### src/rtl/useq_pkg.sv
package useq_pkg;

  typedef enum logic [1:0] {
    SEQ_HOLD     = 2'b00,
    SEQ_INC      = 2'b01,
    SEQ_DISPATCH = 2'b10,
    SEQ_RESTART  = 2'b11
  } seq_op_e;

  typedef enum logic [1:0] {
    ALU_ADD   = 2'b00,
    ALU_OR    = 2'b01,
    ALU_FUNCT = 2'b10
  } alu_sel_e;

  typedef struct packed {
    logic     ir_load;
    logic     pc_load;
    logic     br_cond;
    logic     a_load;
    logic     b_load;
    alu_sel_e alu;
    logic     s_load;
    logic     dmem_rd;
    logic     dmem_wr;
    logic     rf_we;
    logic     rf_dst_rd;
    logic     rf_wb_mem;
    seq_op_e  seq;
  } uword_t;

  // opcode values and their entry addresses
  localparam int OPC_ALU   = 6'b000000;
  localparam int OPC_BEQ   = 6'b000100;
  localparam int OPC_ORI   = 6'b001101;
  localparam int OPC_LOAD  = 6'b100011;
  localparam int OPC_STORE = 6'b101011;

  localparam int UA_FETCH  = 0;
  localparam int UA_DECODE = 1;
  localparam int UA_BRANCH = 3;
  localparam int UA_ALU_EX = 4;
  localparam int UA_ALU_WB = 5;
  localparam int UA_ORI_EX = 6;
  localparam int UA_ORI_WB = 7;
  localparam int UA_LD_EX  = 8;
  localparam int UA_LD_MEM = 9;
  localparam int UA_LD_WB  = 10;
  localparam int UA_ST_EX  = 11;
  localparam int UA_ST_MEM = 12;

  // Microprogram contents, one word per address.
  function automatic uword_t uword_at(input int addr);
    uword_t w;
    w = '0;
    w.alu = ALU_ADD;
    w.seq = SEQ_RESTART;
    case (addr)
      UA_FETCH:  begin w.ir_load = 1'b1; w.seq = SEQ_INC; end
      UA_DECODE: begin w.a_load = 1'b1; w.b_load = 1'b1; w.seq = SEQ_DISPATCH; end
      UA_BRANCH: begin w.pc_load = 1'b1; w.br_cond = 1'b1; end
      UA_ALU_EX: begin w.alu = ALU_FUNCT; w.s_load = 1'b1; w.seq = SEQ_INC; end
      UA_ALU_WB: begin w.rf_we = 1'b1; w.rf_dst_rd = 1'b1; w.pc_load = 1'b1; end
      UA_ORI_EX: begin w.alu = ALU_OR; w.s_load = 1'b1; w.seq = SEQ_INC; end
      UA_ORI_WB: begin w.rf_we = 1'b1; w.pc_load = 1'b1; end
      UA_LD_EX:  begin w.s_load = 1'b1; w.seq = SEQ_INC; end
      UA_LD_MEM: begin w.dmem_rd = 1'b1; w.seq = SEQ_INC; end
      UA_LD_WB:  begin w.rf_we = 1'b1; w.rf_wb_mem = 1'b1; w.pc_load = 1'b1; end
      UA_ST_EX:  begin w.s_load = 1'b1; w.seq = SEQ_INC; end
      UA_ST_MEM: begin w.dmem_wr = 1'b1; w.pc_load = 1'b1; end
      default:   w.seq = SEQ_RESTART;
    endcase
    return w;
  endfunction

endpackage

### src/rtl/useq_map_rom.sv
module useq_map_rom #(
  parameter int OP_W  = 6,
  parameter int UPC_W = 4
) (
  input  logic [OP_W-1:0]  opcode,
  output logic [UPC_W-1:0] target
);
  import useq_pkg::*;

  always_comb begin
    if      (opcode == OP_W'(OPC_ALU))   target = UPC_W'(UA_ALU_EX);
    else if (opcode == OP_W'(OPC_BEQ))   target = UPC_W'(UA_BRANCH);
    else if (opcode == OP_W'(OPC_ORI))   target = UPC_W'(UA_ORI_EX);
    else if (opcode == OP_W'(OPC_LOAD))  target = UPC_W'(UA_LD_EX);
    else if (opcode == OP_W'(OPC_STORE)) target = UPC_W'(UA_ST_EX);
    else                                 target = UPC_W'(UA_FETCH);
  end

endmodule

### src/rtl/useq_next.sv
module useq_next #(
  parameter int UPC_W = 4
) (
  input  logic                 rst,
  input  logic                 stall,
  input  logic [UPC_W-1:0]     upc,
  input  useq_pkg::seq_op_e    seq,
  input  logic [UPC_W-1:0]     dispatch_tgt,
  output logic [UPC_W-1:0]     upc_nxt
);
  import useq_pkg::*;

  always_comb begin
    if (rst) begin
      upc_nxt = '0;
    end else if (stall) begin
      upc_nxt = upc;
    end else begin
      case (seq)
        SEQ_INC:      upc_nxt = upc + UPC_W'(1);
        SEQ_DISPATCH: upc_nxt = dispatch_tgt;
        SEQ_RESTART:  upc_nxt = '0;
        default:      upc_nxt = upc;
      endcase
    end
  end

endmodule

### src/rtl/useq_store.sv
module useq_store #(
  parameter int UPC_W = 4
) (
  input  logic                  clk,
  input  logic [UPC_W-1:0]      rd_addr,
  output useq_pkg::uword_t      rd_word
);
  import useq_pkg::*;

  localparam int DEPTH = 1 << UPC_W;

  uword_t rom [DEPTH];

  for (genvar i = 0; i < DEPTH; i++) begin : g_word
    assign rom[i] = uword_at(i);
  end

  // synchronous read keeps the store mappable onto block RAM
  always_ff @(posedge clk) begin
    rd_word <= rom[rd_addr];
  end

endmodule

### src/rtl/microseq_ctrl.sv
module microseq_ctrl #(
  parameter int OP_W  = 6,
  parameter int UPC_W = 4
) (
  input  logic             clk,
  input  logic             rst,
  input  logic [OP_W-1:0]  opcode,
  input  logic             taken,
  input  logic             stall,
  output logic [UPC_W-1:0] upc_o,
  output logic             ir_en,
  output logic             pc_en,
  output logic             pc_br_sel,
  output logic             a_en,
  output logic             b_en,
  output logic [1:0]       alu_op,
  output logic             s_en,
  output logic             mem_rd,
  output logic             mem_wr,
  output logic             rf_wr,
  output logic             rf_dst_rd,
  output logic             rf_from_mem
);
  import useq_pkg::*;

  logic [UPC_W-1:0] upc_q;
  logic [UPC_W-1:0] upc_nxt;
  logic [UPC_W-1:0] map_tgt;
  uword_t           word_q;

  useq_map_rom #(.OP_W(OP_W), .UPC_W(UPC_W)) u_map (
    .opcode (opcode),
    .target (map_tgt)
  );

  useq_next #(.UPC_W(UPC_W)) u_next (
    .rst          (rst),
    .stall        (stall),
    .upc          (upc_q),
    .seq          (word_q.seq),
    .dispatch_tgt (map_tgt),
    .upc_nxt      (upc_nxt)
  );

  // word_q is read at the address being loaded, so it always matches upc_q
  useq_store #(.UPC_W(UPC_W)) u_store (
    .clk     (clk),
    .rd_addr (upc_nxt),
    .rd_word (word_q)
  );

  always_ff @(posedge clk) begin
    upc_q <= upc_nxt;
  end

  assign upc_o       = upc_q;
  assign ir_en       = word_q.ir_load;
  assign pc_en       = word_q.pc_load;
  assign pc_br_sel   = word_q.br_cond & taken;
  assign a_en        = word_q.a_load;
  assign b_en        = word_q.b_load;
  assign alu_op      = word_q.alu;
  assign s_en        = word_q.s_load;
  assign mem_rd      = word_q.dmem_rd;
  assign mem_wr      = word_q.dmem_wr;
  assign rf_wr       = word_q.rf_we;
  assign rf_dst_rd   = word_q.rf_dst_rd;
  assign rf_from_mem = word_q.rf_wb_mem;

endmodule

### config.mk
export PLATFORM = sky130hd
export DESIGN_NAME = microseq_ctrl
export DESIGN_NICKNAME = d
export VERILOG_FILES = /design/src/rtl/useq_pkg.sv /design/src/rtl/useq_map_rom.sv /design/src/rtl/useq_next.sv /design/src/rtl/useq_store.sv /design/src/rtl/microseq_ctrl.sv
export SDC_FILE = /design/constraint.sdc
export NUM_CORES = 1
export LEC_CHECK = 0
export BUFFER_PORTS_ARGS = -buffer_cell sky130_fd_sc_hd__buf_2
export CAP_MARGIN = 20
export CORE_AREA = 2 2 57 59
export DETAILED_ROUTE_END_ITERATION = 8
export DIE_AREA = 0 0 59 61
export GPL_ROUTABILITY_DRIVEN = 0
export PLACE_DENSITY_LB_ADDON = 0.3
export SYNTH_ARGS = -nofsm -noshare
export SYNTH_HDL_FRONTEND = slang
export SYNTH_SLANG_ARGS = --single-unit
### constraint.sdc
create_clock -name clk -period 4.4 [get_ports clk]
set_input_delay 0.88 -clock clk [delete_from_list [all_inputs] [get_ports clk]]
set_output_delay 0.88 -clock clk [all_outputs]
set_load 0.03 [all_outputs]
* Word-level counts from Yosys, hierarchy flattened *
Memories as Yosys holds them, arrays and structs flattened. A register that Yosys moved wholly into a read port is not among the register bits.
Index checks and enable logic that the tools add are counted.

cells by class
  add/sub/neg operators = 1
  eq/ne operators = 7
  mux-type cells = 8
  bitwise operators = 2
  reduce and logical (&&, ||, !) cells = 1

operators by type and width
  cell                   count
  $mux W4                7
  $eq A6 B6 Y1 const B   2
  $pmux W4 S3            1
  $eq A6 B3 Y1 const B   1
  $eq A6 B4 Y1 const B   1
  $logic_not A6 Y1       1
  $not A4 Y5             1
  $add A4 B1 Y4 const B  1
  $eq A2 B2 Y1 const B   2
  $eq A2 B1 Y1 const B   1
  $and A1 B1 Y1          1

word-level totals
  register bits after elaboration = 4
  memory bits (read-only) = 240
  logic and storage cells = 21
  memories = 1

memories
  name              words  bits a word  read ports  clocked after Yosys merged registers in  write ports  RTL line          RTL
  (name not given)  16     15           1           1                                        0            useq_store.sv:20  rd_word <= rom[rd_addr];

* Longest topological paths before layout *
Gate-level depths: netlist of run 1.

  word-level depth = 10
  gate-level depth with buffers = 10

* Modules after synthesis *
Synthesis of run 1 repeated with hierarchy kept, for this count alone.

second synthesis, totals
  cell total of the unflattened synthesis = 88
  area, all modules = 888.4 um2

by module, submodules not included
  module         times used  cells an instance  area each (um2)
  useq_store     1           42                 505.5
  useq_next      1           28                 211.5
  microseq_ctrl  1           5                  86.3
  useq_map_rom   1           13                 85.1

* Least setup slack after synthesis of run 1 *
OpenSTA, ideal clock, no wires.

  kind = in2reg
  start = in opcode[4]
  end = reg, netlist name u_store.rd_word[13]
  data arrival time = 2.444 ns
  path slack = 1.861 ns
  cell stages on the path = 7
  cell sequence = or3b_1 or3_1 o32a_4 inv_2 ha_1 nor2_1 o311ai_1

on the way
  cells in the longest elaborated chain, start to end = 10
  elaborated cells on any way between the ends = 14

RTL lines
  item                                RTL line            RTL
  start: declaration                  microseq_ctrl.sv:7  input logic [OP_W-1:0] opcode,
  $eq A6 B6 Y1                        useq_map_rom.sv:15  else if (opcode == OP_W'(OPC_STORE)) target = UPC_W'(UA_ST_EX);
  $mux W4                             useq_map_rom.sv:15
  $mux W4                             useq_map_rom.sv:14  else if (opcode == OP_W'(OPC_LOAD)) target = UPC_W'(UA_LD_EX);
  $mux W4                             useq_map_rom.sv:13  else if (opcode == OP_W'(OPC_ORI)) target = UPC_W'(UA_ORI_EX);
  $mux W4                             useq_map_rom.sv:12  else if (opcode == OP_W'(OPC_BEQ)) target = UPC_W'(UA_BRANCH);
  $mux W4 *                           useq_map_rom.sv:11  if (opcode == OP_W'(OPC_ALU)) target = UPC_W'(UA_ALU_EX);
  $pmux W4 S3 *                       useq_next.sv:19     case (seq)
  $mux W4 *                           useq_next.sv:16     end else if (stall) begin
  $mux W4 *                           useq_next.sv:14     if (rst) begin
  net u_next.upc_nxt[1]               useq_next.sv:9      output logic [UPC_W-1:0] upc_nxt
  $not A4 Y5 (implied by the code) *  useq_store.sv:20

Mark *: on every way through the listed nets, which the timed path passes. The rest lies on a longest branch.

* Final worst setup path of run 1 *
  start = in opcode[4]
  end = reg, netlist name u_store.rd_word[13]

on the way
  cells in the longest elaborated chain, start to end = 10
  elaborated cells on any way between the ends = 14

RTL lines
  item                                RTL line
  $eq A6 B6 Y1                        useq_map_rom.sv:15
  $mux W4                             useq_map_rom.sv:15
  $mux W4                             useq_map_rom.sv:14
  $mux W4                             useq_map_rom.sv:13
  $mux W4                             useq_map_rom.sv:12
  $mux W4 *                           useq_map_rom.sv:11
  $pmux W4 S3 *                       useq_next.sv:19
  $mux W4 *                           useq_next.sv:16
  $mux W4 *                           useq_next.sv:14
  net u_next.upc_nxt[1]               useq_next.sv:9
  $not A4 Y5 (implied by the code) *  useq_store.sv:20

Marks and branches as above.

==> run_results.csv, run 1 <==
group,metric,value,unit
power,clockPowerShare,20.6,%
clock_network,clock_latency,0.28,ns
route,via_per_inst,5.07,
worst_setup_path,crit_chain,"buf_2, or3b_1, or3_1, o32a_4, inv_2, ha_1, nor2_1, o311ai_1",
sta,worst_pin_slew,0.395,ns
power,p_per_area,334,mW/mm^2
global_routing,antenna_found_initial,0,
clock_network,cts_inserted_buffers,3,
clock_network,cts_root_buf,"clkbuf_4",
power,finalPower,370,uW
worst_setup_path,r2r_start,"u_store.rd_word[1]",
route,num_vias,775,
global_routing,grt_pass1_wl,2930,um
worst_setup_path,worstPathRequired,4.60,ns
clock_network,cts_sinks,18,
clock_network,cts_max_level,1,
worst_setup_path,cp-start-kind,"input pin",
finish,multi_input_area,520,sq um
sta,min_period,2.44,ns
worst_setup_path,critPathKind,"in2reg",
synth,syn-instance-count,96,
power,switching_share,32.9,%
sta,tns,0,ns
worst_setup_path,slowest_stage,"or3b_1",
finish,post_route_cells_drive_above_1_share,35.0,%
sta,slew_violations,0,
finish,diodes,0,
route,drc_errors,0,
sta,fmax,410,MHz
min_path,min-delay-start,"upc_o[0]",
clock_network,clkTransAtPathRegs,0.09,ns
synth,synth_nets,111,
worst_setup_path,slowest_delay,0.43,ns
sta,rsz0062_at_grt,"false",
sta,max_slew_margin,73.5,%
global_routing,gr-total-overflow,0,
synth,syn_area,960,sq um
clock_network,clock_path_buffers,2,
synth,synthFlopType,"dfxtp_1",
synth,ys_ff_latch,18,
sta,finalSetupViolCount,0,
placed_design,io_buffer_count,26,
sta,finalClockSkew,0.00274,ns
sta,finalHoldViolCount,0,
route,first_pass_iters,3,
global_routing,grt_max_degree,11,
finish,area_growth,15.5,%
clock_network,post_cts_resized,0,
synth,ys_types,44,
worst_setup_path,cp-end-kind,"flip-flop",
finish,fill_cells,322,
worst_setup_path,critPathArrivalTime,2.64,ns
flow_run,drv_cap,0,
finish,nNetsFinal,137,
synth,yosysTopAreaCell,"dfxtp_1",
worst_setup_path,path_buf_inv,2,
floorplan,rows,20,
synth,netlist_top_cells_area,"dfxtp_1 38%, ha_1 6.5%, nor3b_1 3.9%, inv_1 3.1%, nor2_1 3.1%",
global_routing,grt_pass1_vias,717,
route,post_drt_wl_per_cell,12.2,um
power,power_leakage,0.515,nW
synth,synth_top_area_share,37.5,%
floorplan,die_h,61,um
floorplan,die_x,59,um
placed_design,dp_hpwl,1520,um
floorplan,start_util,32.5,%
power,p_seq_share,51.7,%
finish,final_cell_mix,"26 x buf_2, 18 x dfxtp_1, 8 x inv_1, 8 x nor2_1",
placed_design,dp_slack,1.66,ns
synth,avgSynthCellArea,10.0,sq um
outcome,status,"complete, no violations",
min_path,min_path_type,"reg2reg",
synth,synth_edf_count,0,
worst_setup_path,cp-startpoint,"opcode[4]",
clock_network,cts_setup_buffers,0,
route,drt_wl_total,1860,um
global_routing,grt_util_all_layers,10.6,%
power,power_switching,122,uW
synth,yosys_warnings,0,
route,drt_iter0_drc,7,
worst_setup_path,crit_family,"simple AND/OR/NAND/NOR gates",
sta,fin_crit_sh,55.5,%
synth,async_flop_share,0,%
clock_network,postCtsHoldBufs,0,
floorplan,coreArea,0.00295,sq mm
power,ir_worst_vdd,0.0000984,V
power,power.internal,248,uW
clock_network,cts_tree,"built",
finish,register_area,360,sq um
route,antenna_left,0,
floorplan,io_pins,27,
worst_setup_path,worstPathMaxFanout,5,
finish,final_core_util,37.5,%
finish,final_common_cell,"buf_2",
power,pwr-share-comb,27.7,%
sta,setup_slack,1.96,ns
synth,ys_seq_area_share,37.5,%
floorplan,die-area,0.00360,sq mm
layer usage:
| metal | share of wire [%] | up-vias | global-route usage [%] |
|---|---|---|---|
| met5 | 0 | - | 0 |
| met4 | 1.4 | 0 | 3.90 |
| met3 | 4.3 | 4 | 1.28 |
| met2 | 49 | 21 | 19.0 |
| met1 | 45 | 358 | 13.1 |
| li1 | - | 392 | - |
synthesized netlist by cell type (2+ instances only):
master,number
dfxtp_1,18
inv_1,8
nor2_1,8
ha_1,5
nor3b_1,5
a211oi_1,3
buf_4,3
nor3_1,3
buf_6,2
nand2_1,2
nand2b_1,2
nand3_1,2
o21ai_0,2
o21ai_1,2
or3_1,2
worst register-to-register path, cell delays in order (launching register included):
cell	delay, ns
dfxtp_1	0.50
or3b_1	0.44
or3_1	0.34
o32a_4	0.35
inv_2	0.10
ha_1	0.16
nor2_1	0.05
o311ai_1	0.21
metrics by stage:
stage | hold slack (ns) | instances | instance area (sq um)
CTS | 0.782 | 153 | 1110
global placement | 0.766 | 150 | 1090
global route | 0.831 | 153 | 1110
finish | 0.772 | 153 | 1110
detailed placement | 0.772 | 150 | 1090
floorplan | 0.739 | 96 | 960
registers in the layout, summed over array words and instances (netlist names):
| name | count |
|---|---|
| u_store.rd_word | 14 |
| upc_o | 4 |
path summary, 6_finish.rpt:
path	to	cells after the start	slack [ns]
worst max-delay path	u_store.rd_word[13]	8	1.96
worst min-delay path	u_store.rd_word[3]	4	0.77
worst min register to register	u_store.rd_word[3]	4	0.77
worst max register to register	u_store.rd_word[13]	7	2.18
cell families after synthesis:
logic type	Yosys count	synth area share, %
compound gates	21	21.5
flops	18	37.5
mux	1	1.04
simple gates	36	24.3
xor+xnor	1	0.913
fa+ha+maj	5	6.52
buf+inv	14	8.21
power by group through the flow:
stage	Combinational [mW]	Sequential (mW)	Clock, mW
5_1_grt	0.111	0.194	0.0847
2_1_floorplan	0.0718	0.205	0
3_3_place_gp	0.102	0.195	0
4_1_cts	0.104	0.191	0.0784
6_report	0.103	0.191	0.0762
3_5_place_dp	0.103	0.195	0
cell type report:
class	count	area share (%)
clock buffers	3	2.03
inverters	9	3.05
multi-input cells	64	47.0
flip-flops and latches	18	32.5
well taps	33	3.72
repair buffers	26	11.7
Power figures use the tool's default switching activity.
==> run 2: changes to the inputs <==
Clock period 4.4 ns to 2.55 ns, I/O delays scaled along.
==> run_results.csv, run 2 (synthesis results as in run 1) <==
group,metric,value,unit
floorplan,start_util,32.5,%
route,num_vias,768,
clock_network,clock_path_buffers,2,
floorplan,die-area,0.00360,sq mm
sta,finalSetupViolCount,0,
route,drt_iter0_drc,5,
finish,area_growth,16.3,%
finish,post_route_cells_drive_above_1_share,35.5,%
sta,fmax,449,MHz
worst_setup_path,cp-start-kind,"flip-flop",
clock_network,cts_max_level,1,
sta,min_period,2.23,ns
clock_network,postCtsHoldBufs,0,
finish,final_cell_mix,"26 x buf_2, 18 x dfxtp_1, 8 x inv_1, 8 x nor2_1",
worst_setup_path,r2r_cells,7,
sta,rsz0062_at_grt,"false",
outcome,status,"complete, no violations",
finish,top_register,"u_store.rd_word",
worst_setup_path,rrSetupSlack,0.32,ns
floorplan,coreArea,0.00295,sq mm
global_routing,gr-total-overflow,0,
worst_setup_path,worstPathRequired,2.73,ns
route,drc_errors,0,
clock_network,cts_setup_buffers,0,
route,first_pass_iters,4,
worst_setup_path,cp-end-kind,"flip-flop",
global_routing,grt_util_all_layers,11.0,%
finish,nNetsFinal,138,
floorplan,rows,20,
clock_network,clkTransAtPathRegs,0.09,ns
finish,final_common_cell,"buf_2",
global_routing,grt_pass1_vias,694,
clock_network,cts_inserted_buffers,3,
route,via_per_inst,4.99,
floorplan,die_h,61,um
sta,max_slew_margin,74.4,%
finish,fill_cells,323,
worst_setup_path,critPathKind,"reg2reg",
clock_network,cts_tree,"built",
power,p_per_area,578,mW/mm^2
route,post_drt_wl_per_cell,12.2,um
clock_network,cts_root_buf,"clkbuf_4",
floorplan,die_x,59,um
global_routing,antenna_found_initial,0,
power,ir_worst_vdd,0.000155,V
worst_setup_path,worstPathMaxFanout,9,
finish,diodes,0,
sta,fin_crit_sh,87.3,%
global_routing,grt_pass1_wl,2960,um
power,power_leakage,0.520,nW
sta,finalClockSkew,0.00147,ns
flow_run,drv_cap,0,
route,drt_wl_total,1870,um
min_path,holdPathStages,4,
sta,slew_violations,0,
placed_design,dp_hpwl,1550,um
sta,finalHoldViolCount,0,
power,finalPower,645,uW
min_path,min_path_type,"in2reg",
worst_setup_path,critPathArrivalTime,2.40,ns
clock_network,clock_latency,0.28,ns
route,antenna_left,0,
min_path,min-delay-start,"rst",
sta,tns,0,ns
clock_network,post_cts_resized,0,
clock_network,cts_sinks,18,
sta,worst_pin_slew,0.382,ns
worst_setup_path,r2r_start,"u_store.rd_word[0]",
finish,largest_reg_flops,14,
min_path,whs_endpoint,"u_store.rd_word[3]",
global_routing,grt_max_degree,11,
worst_setup_path,r2r-end,"u_store.rd_word[13]",
placed_design,io_buffer_count,26,
floorplan,io_pins,27,
==> run 2: cell count changes in the layout (fill, tap and decap cells not counted), sizes merged <==
cell  change
buf       +1
==> run 2: critical path, cell delays in order (launching register included) <==
cell,delay [ns]
dfxtp_1,0.40
or3b_1,0.43
or3_1,0.34
o32a_4,0.35
inv_2,0.10
ha_1,0.17
nor2_1,0.05
o311ai_1,0.27
==> run 2: routing by layer <==
layer	track usage, %	wire length [um]
met2	19.7	926
met3	1.28	75
met5	0	0
met1	12.8	842
met4	5.84	27
==> run 2: metrics by stage <==
| stage | setup slack, ns | hold slack (ns) | std cells | cell area (sq um) | utilization (%) |
|---|---|---|---|---|---|
| finish | 0.324 | 0.617 | 154 | 1120 | 37.8 |
| global placement | 0.205 | 0.767 | 151 | 1090 | 37.0 |
| floorplan | 0.381 | 0.732 | 96 | 960 | - |
| global route | 0.219 | 0.639 | 154 | 1120 | 37.8 |
| detailed placement | 0.0662 | 0.768 | 151 | 1090 | 37.0 |
| CTS | 0.302 | 0.615 | 154 | 1120 | 37.8 |
==> run 2: worst max path at each step <==
| stage | depth (start not counted) | endpoint | start | slack, ns |
|---|---|---|---|---|
| 2_1_floorplan | 7 | u_store.rd_word[13] | opcode[4] | 0.38 |
| 3_3_place_gp | 8 | u_store.rd_word[13] | opcode[4] | 0.20 |
| 3_5_place_dp | 8 | u_store.rd_word[13] | opcode[4] | 0.07 |
| 4_1_cts | 7 | u_store.rd_word[13] | u_store.rd_word[0] | 0.30 |
| 5_1_grt | 7 | u_store.rd_word[13] | u_store.rd_word[0] | 0.22 |
| 6_report | 7 | u_store.rd_word[13] | u_store.rd_word[0] | 0.32 |
==> run 2: where the power goes <==
part           switching [mW]  leakage [nW]  internal (mW)
Combinational           0.115         0.359         0.0752
Sequential             0.0190         0.147          0.304
Clock                  0.0768        0.0138         0.0547
Total                   0.211         0.520          0.434
==> run 2: final cells by class <==
class | instances | area (sq um) | share of cell area [%]
inverter | 9 | 33.8 | 3.03
timing repair buffer | 27 | 138 | 12.3
sequential | 18 | 360 | 32.3
multi-input combinational | 64 | 520 | 46.6
tap | 33 | 41.3 | 3.70
clock buffer | 3 | 22.5 | 2.02
